===== config.mk =====
export PLATFORM = sky130hd
export DESIGN_NAME = brtgt_cache
export DESIGN_NICKNAME = d
export VERILOG_FILES = /design/src/rtl/brc_pkg.sv /design/src/rtl/brc_tag_match.sv /design/src/rtl/brc_age_lru.sv /design/src/rtl/brc_store.sv /design/src/rtl/brtgt_cache.sv
export SDC_FILE = /design/constraint.sdc
export NUM_CORES = 1
export LEC_CHECK = 0
export ABC_AREA = 1
export BUFFER_PORTS_ARGS = -buffer_cell sky130_fd_sc_hd__buf_2
export CORE_ASPECT_RATIO = 0.75
export CORE_MARGIN = 1.5
export CORE_UTILIZATION = 45
export DETAILED_ROUTE_END_ITERATION = 7
export PLACE_DENSITY = 0.68
export RECOVER_POWER = 50
export REMOVE_ABC_BUFFERS = 1
export SYNTH_ARGS = -nofsm -noshare
export SYNTH_HDL_FRONTEND = slang
export SYNTH_HIERARCHICAL = 1
export SYNTH_SLANG_ARGS = --single-unit

===== constraint.sdc =====
create_clock -name clk -period 7.9 [get_ports clk]
set_input_delay 0.395 -clock clk [delete_from_list [all_inputs] [get_ports clk]]
set_output_delay 0.395 -clock clk [all_outputs]
set_load 0.01 [all_outputs]

===== src/rtl/brc_pkg.sv =====
package brc_pkg;
  typedef enum logic [1:0] {
    BRC_IDLE   = 2'd0,
    BRC_STREAM = 2'd1,
    BRC_FILL   = 2'd2
  } brc_mode_e;
endpackage


===== src/rtl/brc_tag_match.sv =====
module brc_tag_match #(
  parameter int NENT = 5,
  parameter int AW   = 32,
  localparam int IW  = $clog2(NENT)
) (
  input  logic [NENT-1:0][AW-1:0] tags_i,
  input  logic [NENT-1:0]         live_i,
  input  logic [AW-1:0]           addr_i,
  output logic [NENT-1:0]         match_o,
  output logic                    any_o,
  output logic [IW-1:0]           idx_o
);
  for (genvar g = 0; g < NENT; g++) begin : g_cmp
    assign match_o[g] = live_i[g] && (tags_i[g] == addr_i);
  end

  assign any_o = |match_o;

  always_comb begin
    idx_o = '0;
    for (int i = 0; i < NENT; i++) begin
      if (match_o[i]) idx_o = IW'(i);
    end
  end
endmodule


===== src/rtl/brc_age_lru.sv =====
module brc_age_lru #(
  parameter int NGEN = 4,
  localparam int GW  = $clog2(NGEN)
) (
  input  logic          clk,
  input  logic          rst_n,
  input  logic          touch_i,
  input  logic [GW-1:0] touch_idx_i,
  output logic [GW-1:0] victim_o
);
  logic [NGEN-1:0][GW-1:0] age_q, age_d;
  logic [NGEN-1:0]         oldest;

  always_comb begin
    age_d = age_q;
    if (touch_i) begin
      for (int i = 0; i < NGEN; i++) begin
        if (GW'(i) == touch_idx_i) age_d[i] = '0;
        else if (age_q[i] < age_q[touch_idx_i]) age_d[i] = age_q[i] + 1'b1;
      end
    end
  end

  always_comb begin
    victim_o = '0;
    oldest   = '0;
    for (int i = 0; i < NGEN; i++) begin
      if (age_q[i] == GW'(NGEN - 1)) begin
        oldest[i] = 1'b1;
        victim_o  = GW'(i);
      end
    end
  end

  always_ff @(posedge clk) begin
    if (!rst_n) begin
      for (int i = 0; i < NGEN; i++) age_q[i] <= GW'(i);
    end else begin
      age_q <= age_d;
    end
  end

  assert_single_oldest_R6: assert property (@(posedge clk) disable iff (!rst_n)
    $onehot(oldest));

  assert_touch_youngest_R6: assert property (@(posedge clk) disable iff (!rst_n)
    touch_i |=> age_q[$past(touch_idx_i)] == '0);
endmodule


===== src/rtl/brc_store.sv =====
module brc_store #(
  parameter int NENT   = 5,
  parameter int NWORDS = 4,
  parameter int AW     = 32,
  parameter int DW     = 32,
  localparam int EW    = $clog2(NENT),
  localparam int WW    = $clog2(NWORDS)
) (
  input  logic                    clk,
  input  logic                    rst_n,
  input  logic                    flush_i,
  input  logic                    alloc_i,
  input  logic [EW-1:0]           alloc_ent_i,
  input  logic [AW-1:0]           alloc_tag_i,
  input  logic                    wr_i,
  input  logic [EW-1:0]           wr_ent_i,
  input  logic [WW-1:0]           wr_word_i,
  input  logic [DW-1:0]           wr_data_i,
  input  logic                    commit_i,
  input  logic [EW-1:0]           rd_ent_i,
  input  logic [WW-1:0]           rd_word_i,
  output logic [NENT-1:0][AW-1:0] tags_o,
  output logic [NENT-1:0]         valid_o,
  output logic [DW-1:0]           rd_data_o
);
  logic [DW-1:0] data_q [NENT][NWORDS];

  always_ff @(posedge clk) begin
    if (!rst_n) begin
      valid_o <= '0;
      tags_o  <= '0;
    end else if (flush_i) begin
      valid_o <= '0;
    end else begin
      if (alloc_i) begin
        valid_o[alloc_ent_i] <= 1'b0;
        tags_o[alloc_ent_i]  <= alloc_tag_i;
      end
      if (commit_i) valid_o[wr_ent_i] <= 1'b1;
    end
  end

  always_ff @(posedge clk) begin
    if (wr_i) data_q[wr_ent_i][wr_word_i] <= wr_data_i;
  end

  assign rd_data_o = data_q[rd_ent_i][rd_word_i];

  assert_flush_clears_R8: assert property (@(posedge clk) disable iff (!rst_n)
    flush_i |=> valid_o == '0);

  assert_commit_sets_R5: assert property (@(posedge clk) disable iff (!rst_n)
    commit_i && !flush_i |=> valid_o[$past(wr_ent_i)]);
endmodule


===== src/rtl/brtgt_cache.sv =====
module brtgt_cache #(
  parameter int AW     = 32,
  parameter int DW     = 32,
  parameter int NGEN   = 4,
  parameter int NWORDS = 4
) (
  input  logic          clk,
  input  logic          rst_n,
  input  logic          flush,
  input  logic          req_valid,
  input  logic          req_vector,
  input  logic [AW-1:0] req_addr,
  output logic          lookup_hit,
  output logic          lookup_miss,
  output logic          restart_valid,
  output logic [AW-1:0] restart_addr,
  input  logic          mem_valid,
  input  logic [DW-1:0] mem_data,
  output logic          out_valid,
  input  logic          out_ready,
  output logic [DW-1:0] out_data
);
  import brc_pkg::*;

  localparam int NENT       = NGEN + 1;
  localparam int EW         = $clog2(NENT);
  localparam int GW         = $clog2(NGEN);
  localparam int WW         = $clog2(NWORDS);
  localparam int VEC_ENT    = NGEN;
  localparam int LINE_BYTES = NWORDS * DW / 8;
  localparam logic [NENT-1:0] VEC_MASK = NENT'(1) << VEC_ENT;

  brc_mode_e     mode_q;
  logic [EW-1:0] sel_q;
  logic [WW-1:0] widx_q;
  logic          last_word;

  logic [NENT-1:0][AW-1:0] tags;
  logic [NENT-1:0]         valid;
  logic [NENT-1:0]         live;
  logic [NENT-1:0]         match_vec;
  logic                    hit_any;
  logic [EW-1:0]           hit_idx;
  logic [GW-1:0]           victim;
  logic                    req_fire;
  logic                    alloc;
  logic [EW-1:0]           alloc_ent;
  logic                    wr;
  logic                    commit;

  assign req_fire  = req_valid && !flush;
  assign live      = req_vector ? (valid & VEC_MASK) : (valid & ~VEC_MASK);
  assign last_word = (widx_q == WW'(NWORDS - 1));

  brc_tag_match #(.NENT(NENT), .AW(AW)) u_match (
    .tags_i  (tags),
    .live_i  (live),
    .addr_i  (req_addr),
    .match_o (match_vec),
    .any_o   (hit_any),
    .idx_o   (hit_idx)
  );

  brc_age_lru #(.NGEN(NGEN)) u_lru (
    .clk         (clk),
    .rst_n       (rst_n),
    .touch_i     (req_fire && !req_vector),
    .touch_idx_i (hit_any ? hit_idx[GW-1:0] : victim),
    .victim_o    (victim)
  );

  assign alloc     = req_fire && !hit_any;
  assign alloc_ent = req_vector ? EW'(VEC_ENT) : EW'(victim);
  assign wr        = (mode_q == BRC_FILL) && mem_valid && !flush && !req_valid;
  assign commit    = wr && last_word;

  brc_store #(.NENT(NENT), .NWORDS(NWORDS), .AW(AW), .DW(DW)) u_store (
    .clk         (clk),
    .rst_n       (rst_n),
    .flush_i     (flush),
    .alloc_i     (alloc),
    .alloc_ent_i (alloc_ent),
    .alloc_tag_i (req_addr),
    .wr_i        (wr),
    .wr_ent_i    (sel_q),
    .wr_word_i   (widx_q),
    .wr_data_i   (mem_data),
    .commit_i    (commit),
    .rd_ent_i    (sel_q),
    .rd_word_i   (widx_q),
    .tags_o      (tags),
    .valid_o     (valid),
    .rd_data_o   (out_data)
  );

  always_ff @(posedge clk) begin
    if (!rst_n) begin
      mode_q        <= BRC_IDLE;
      sel_q         <= '0;
      widx_q        <= '0;
      lookup_hit    <= 1'b0;
      lookup_miss   <= 1'b0;
      restart_valid <= 1'b0;
      restart_addr  <= '0;
    end else begin
      lookup_hit    <= 1'b0;
      lookup_miss   <= 1'b0;
      restart_valid <= 1'b0;
      if (flush) begin
        mode_q <= BRC_IDLE;
        widx_q <= '0;
      end else if (req_fire) begin
        widx_q <= '0;
        if (hit_any) begin
          mode_q        <= BRC_STREAM;
          sel_q         <= hit_idx;
          lookup_hit    <= 1'b1;
          restart_valid <= 1'b1;
          restart_addr  <= req_addr + AW'(LINE_BYTES);
        end else begin
          mode_q      <= BRC_FILL;
          sel_q       <= alloc_ent;
          lookup_miss <= 1'b1;
        end
      end else begin
        case (mode_q)
          BRC_STREAM: if (out_ready) begin
            if (last_word) mode_q <= BRC_IDLE;
            else           widx_q <= widx_q + 1'b1;
          end
          BRC_FILL: if (mem_valid) begin
            if (last_word) mode_q <= BRC_IDLE;
            else           widx_q <= widx_q + 1'b1;
          end
          default: ;
        endcase
      end
    end
  end

  assign out_valid = (mode_q == BRC_STREAM);

  assert_one_result_R2: assert property (@(posedge clk) disable iff (!rst_n)
    req_fire |=> (lookup_hit != lookup_miss));

  assert_unique_match_R2: assert property (@(posedge clk) disable iff (!rst_n)
    req_fire |-> $onehot0(match_vec));

  assert_restart_addr_R4: assert property (@(posedge clk) disable iff (!rst_n)
    lookup_hit |-> restart_valid && restart_addr == $past(req_addr) + AW'(LINE_BYTES));

  assert_hold_word_R3: assert property (@(posedge clk) disable iff (!rst_n)
    out_valid && !out_ready && !req_valid && !flush |=> out_valid && $stable(out_data));

  assert_vector_entry_R7: assert property (@(posedge clk) disable iff (!rst_n)
    (lookup_hit || lookup_miss) |-> ((sel_q == EW'(VEC_ENT)) == $past(req_vector)));

  assert_fill_abandon_R9: assert property (@(posedge clk) disable iff (!rst_n)
    (mode_q == BRC_FILL) && req_fire |=> widx_q == '0);
endmodule


==> summary.txt <==
Routing
  • DRC marker count from the first detailed-route iteration: 3285
  • DR vias: between 20k and 30k
  • DRC Markers: 0
  • Remaining antenna violation count after routing: 0
  • Avg WL per Cell: approximately 19 um
  • Total Wirelength: ~110000 um
  • Vias per inst: ~5.2
  • Detailed-router iteration count before antenna repair: 6

Hold path
  • Worst Hold Class: input port to register
  • Hold_sp: req_valid
  • Hold EP: widx_q[0]$_SDFFE_PP0P_
  • Hold path cells: 4

Critical path
  • Flop2flop setup slack: roughly 2300 ps
  • Worst R2R Path Depth: 5
  • CP arrival: 5510 ps
  • Crit Path Max Fanout: around 90
  • Crit path capture type: primary output
  • Worst R2R End: u_store/data_q[2][96]$_DFFE_PP_
  • Crit path kind: register to primary output
  • Startpoint types: register
  • CP Data Required Time: ~7500 ps
  • Worst r2r src: sel_q[0]$_SDFFE_PN0P_

Finish
  • Share of layout cells above drive strength 1: between 7 and 8%
  • Commonest non-fill, non-tap cell in the layout: nand2_1
  • Most frequent cells in the layout: 1368 x nand2_1, 646 x nor2_1, 640 x edfxtp_1
  • Final core occ: 50.5%
  • Nets: 4537
  • Area delta synth->final: 10.6%

STA
  • Worst slew pin tran: about 4600 ps
  • Final min period: around 6000 ps
  • Fmax: roughly 170 MHz
  • Hold Vio Cnt, Final: 0
  • Max-slew headroom: -204%
  • Post-route clock period utilization: 74.8%
  • RSZ-0062 raised after global routing: false
  • Slew Limit Fails: 253
  • Final worst setup slack: approximately 2000 ps
  • Clock skew: 27.3 ps
  • Setup violators final: 0

Clock tree
  • Post_cts resized: 0
  • Clock buffer depth: 3
  • Number of CTS-inserted buffers: between 80 and 90
  • Post-CTS Setup Inserts: 0
  • H-tree depth: 3
  • Post-cts hold buffer count: 0
  • CTS tree: yes
  • CTS sink count: around 850
  • Clk Tree Root Cell: clkbuf_16
  • Skew-Pair Late Insertion Delay: ~660 ps
  • Clock-pin slew on the worst setup and hold paths: around 60 ps

Floorplan
  • Site Rows: 92
  • CORE AREA: ~0.084 mm^2
  • Io pins: approximately 140
  • Die width: approximately 340 um
  • Die area: between 0.08 and 0.09 mm^2
  • Starting density of the core: 45.7%
  • Die Y: ~260 um

Synth
  • Mapped Area: just under 0.04 mm^2
  • Cells after Synth: ~4.4k
  • Syn. warnings: 6
  • Mean post-synth cell area: around 8.8 um^2

Global route
  • Vias in the first global route: around 26k
  • GRT Overall Usage: 24.2%
  • First-pass GRT wire length: ~160000 um
  • Initial antenna violation count: 8
  • Largest net degree at the start of global routing: 156
  • Grt total ovfl: 0

Run
  • Max-Cap Viols: 8

Power and ir drop
  • Maximum VDD drop: between 0.00015 and 0.0002 V
  • Leak: 17.8 nW
  • Logic gate share of total power: approximately 7.3%
  • Reg power frac: just over 50%
  • PwrDens: 224 mW/mm^2
  • Clock network power share: about two fifths
  • P_sw: between 2 and 2.5 mW
  • Internal: ~7.3 mW
  • Sw Share: 23.7%

Place
  • DP HPWL: just over 60000 um
  • Placer Congestion: ~0.97
  • # port buffers: roughly 140
  • Setup slack at placement: around 3200 ps

Outcome
  • Outcome: finished, violations left
  • Violated checks: max-capacitance violations, max-slew violations
## registers in the layout, summed over array words and instances, names as in the netlist
name             cells
lookup_miss          1
mode_q               2
restart_addr        32
restart_valid        1
sel_q                3
u_lru/age_q          8
u_store/data_q     640
u_store/tags_o     160
u_store/valid_o      5
widx_q               2
## through the flow
stage	instances	total power, mW	cell area [um^2]	hold WS, ps	TNS, ps
final	5655	9.55	42700	115	0
after global routing	5655	9.87	42700	103	0
after floorplan	4195	5.38	37600	433	-60780
after global placement	5498	5.63	40100	447	0
after detailed placement	5498	5.64	40100	453	0
after CTS	5651	9.60	42800	75.7	0
## cell type report
class / instances / area, um^2
well taps: 1128 / 1410
flip-flops and latches: 854 / 23500
multi-input cells: 2846 / 12300
fillers: 7819 / 41800
inverters: 495 / 1880
clock buffers: 112 / 2340
clock inverters: 41 / 357
repair buffers: 175 / 875
diodes: 4 / 10.0
## critical path: stages (launching register included)
cell and delay, ps:
dfxtp_4 410, clkbuf_1 3180, nand2_1 230, nand3_1 290, nand2_1 100, nand2_1 70
nand2_1 60, nand2_1 60, nand2_1 50, nand2_1 210, buf_2 170
## worst max path at each step
stage	slack, ps	end	cells past startpoint	startpoint
2_1_floorplan	-1900	out_data[0]	9	sel_q[0]$_SDFFE_PN0P_
3_3_place_gp	3240	u_store/tags_o[11]$_SDFFE_PN0P_	18	req_addr[16]
3_5_place_dp	3230	u_store/tags_o[8]$_SDFFE_PN0P_	18	req_addr[16]
4_1_cts	3630	u_store/tags_o[8]$_SDFFE_PN0P_	18	u_store/tags_o[91]$_SDFFE_PN0P_
5_1_grt	1750	out_data[29]	10	sel_q[0]$_SDFFE_PN0P_
6_report	1990	out_data[22]	10	sel_q[0]$_SDFFE_PN0P_
## per-layer routing
layer | vias to the layer above | GRT usage [%] | wire, um
met4 | 8 | 6.26 | 2400
li1 | 14172 | - | -
met3 | 143 | 4.63 | 9790
met2 | 1148 | 33.9 | 44600
met1 | 13811 | 38.1 | 50900
met5 | - | 0 | 57
## power groups by stage
stage	combinational [mW]	clock, mW	sequential, mW
3_3_place_gp	0.680	0	4.95
2_1_floorplan	0.415	0	4.97
3_5_place_dp	0.687	0	4.95
6_report	0.697	4.00	4.86
4_1_cts	0.691	4.05	4.86
5_1_grt	0.780	4.23	4.86
(Power assumes the default switching activity.)
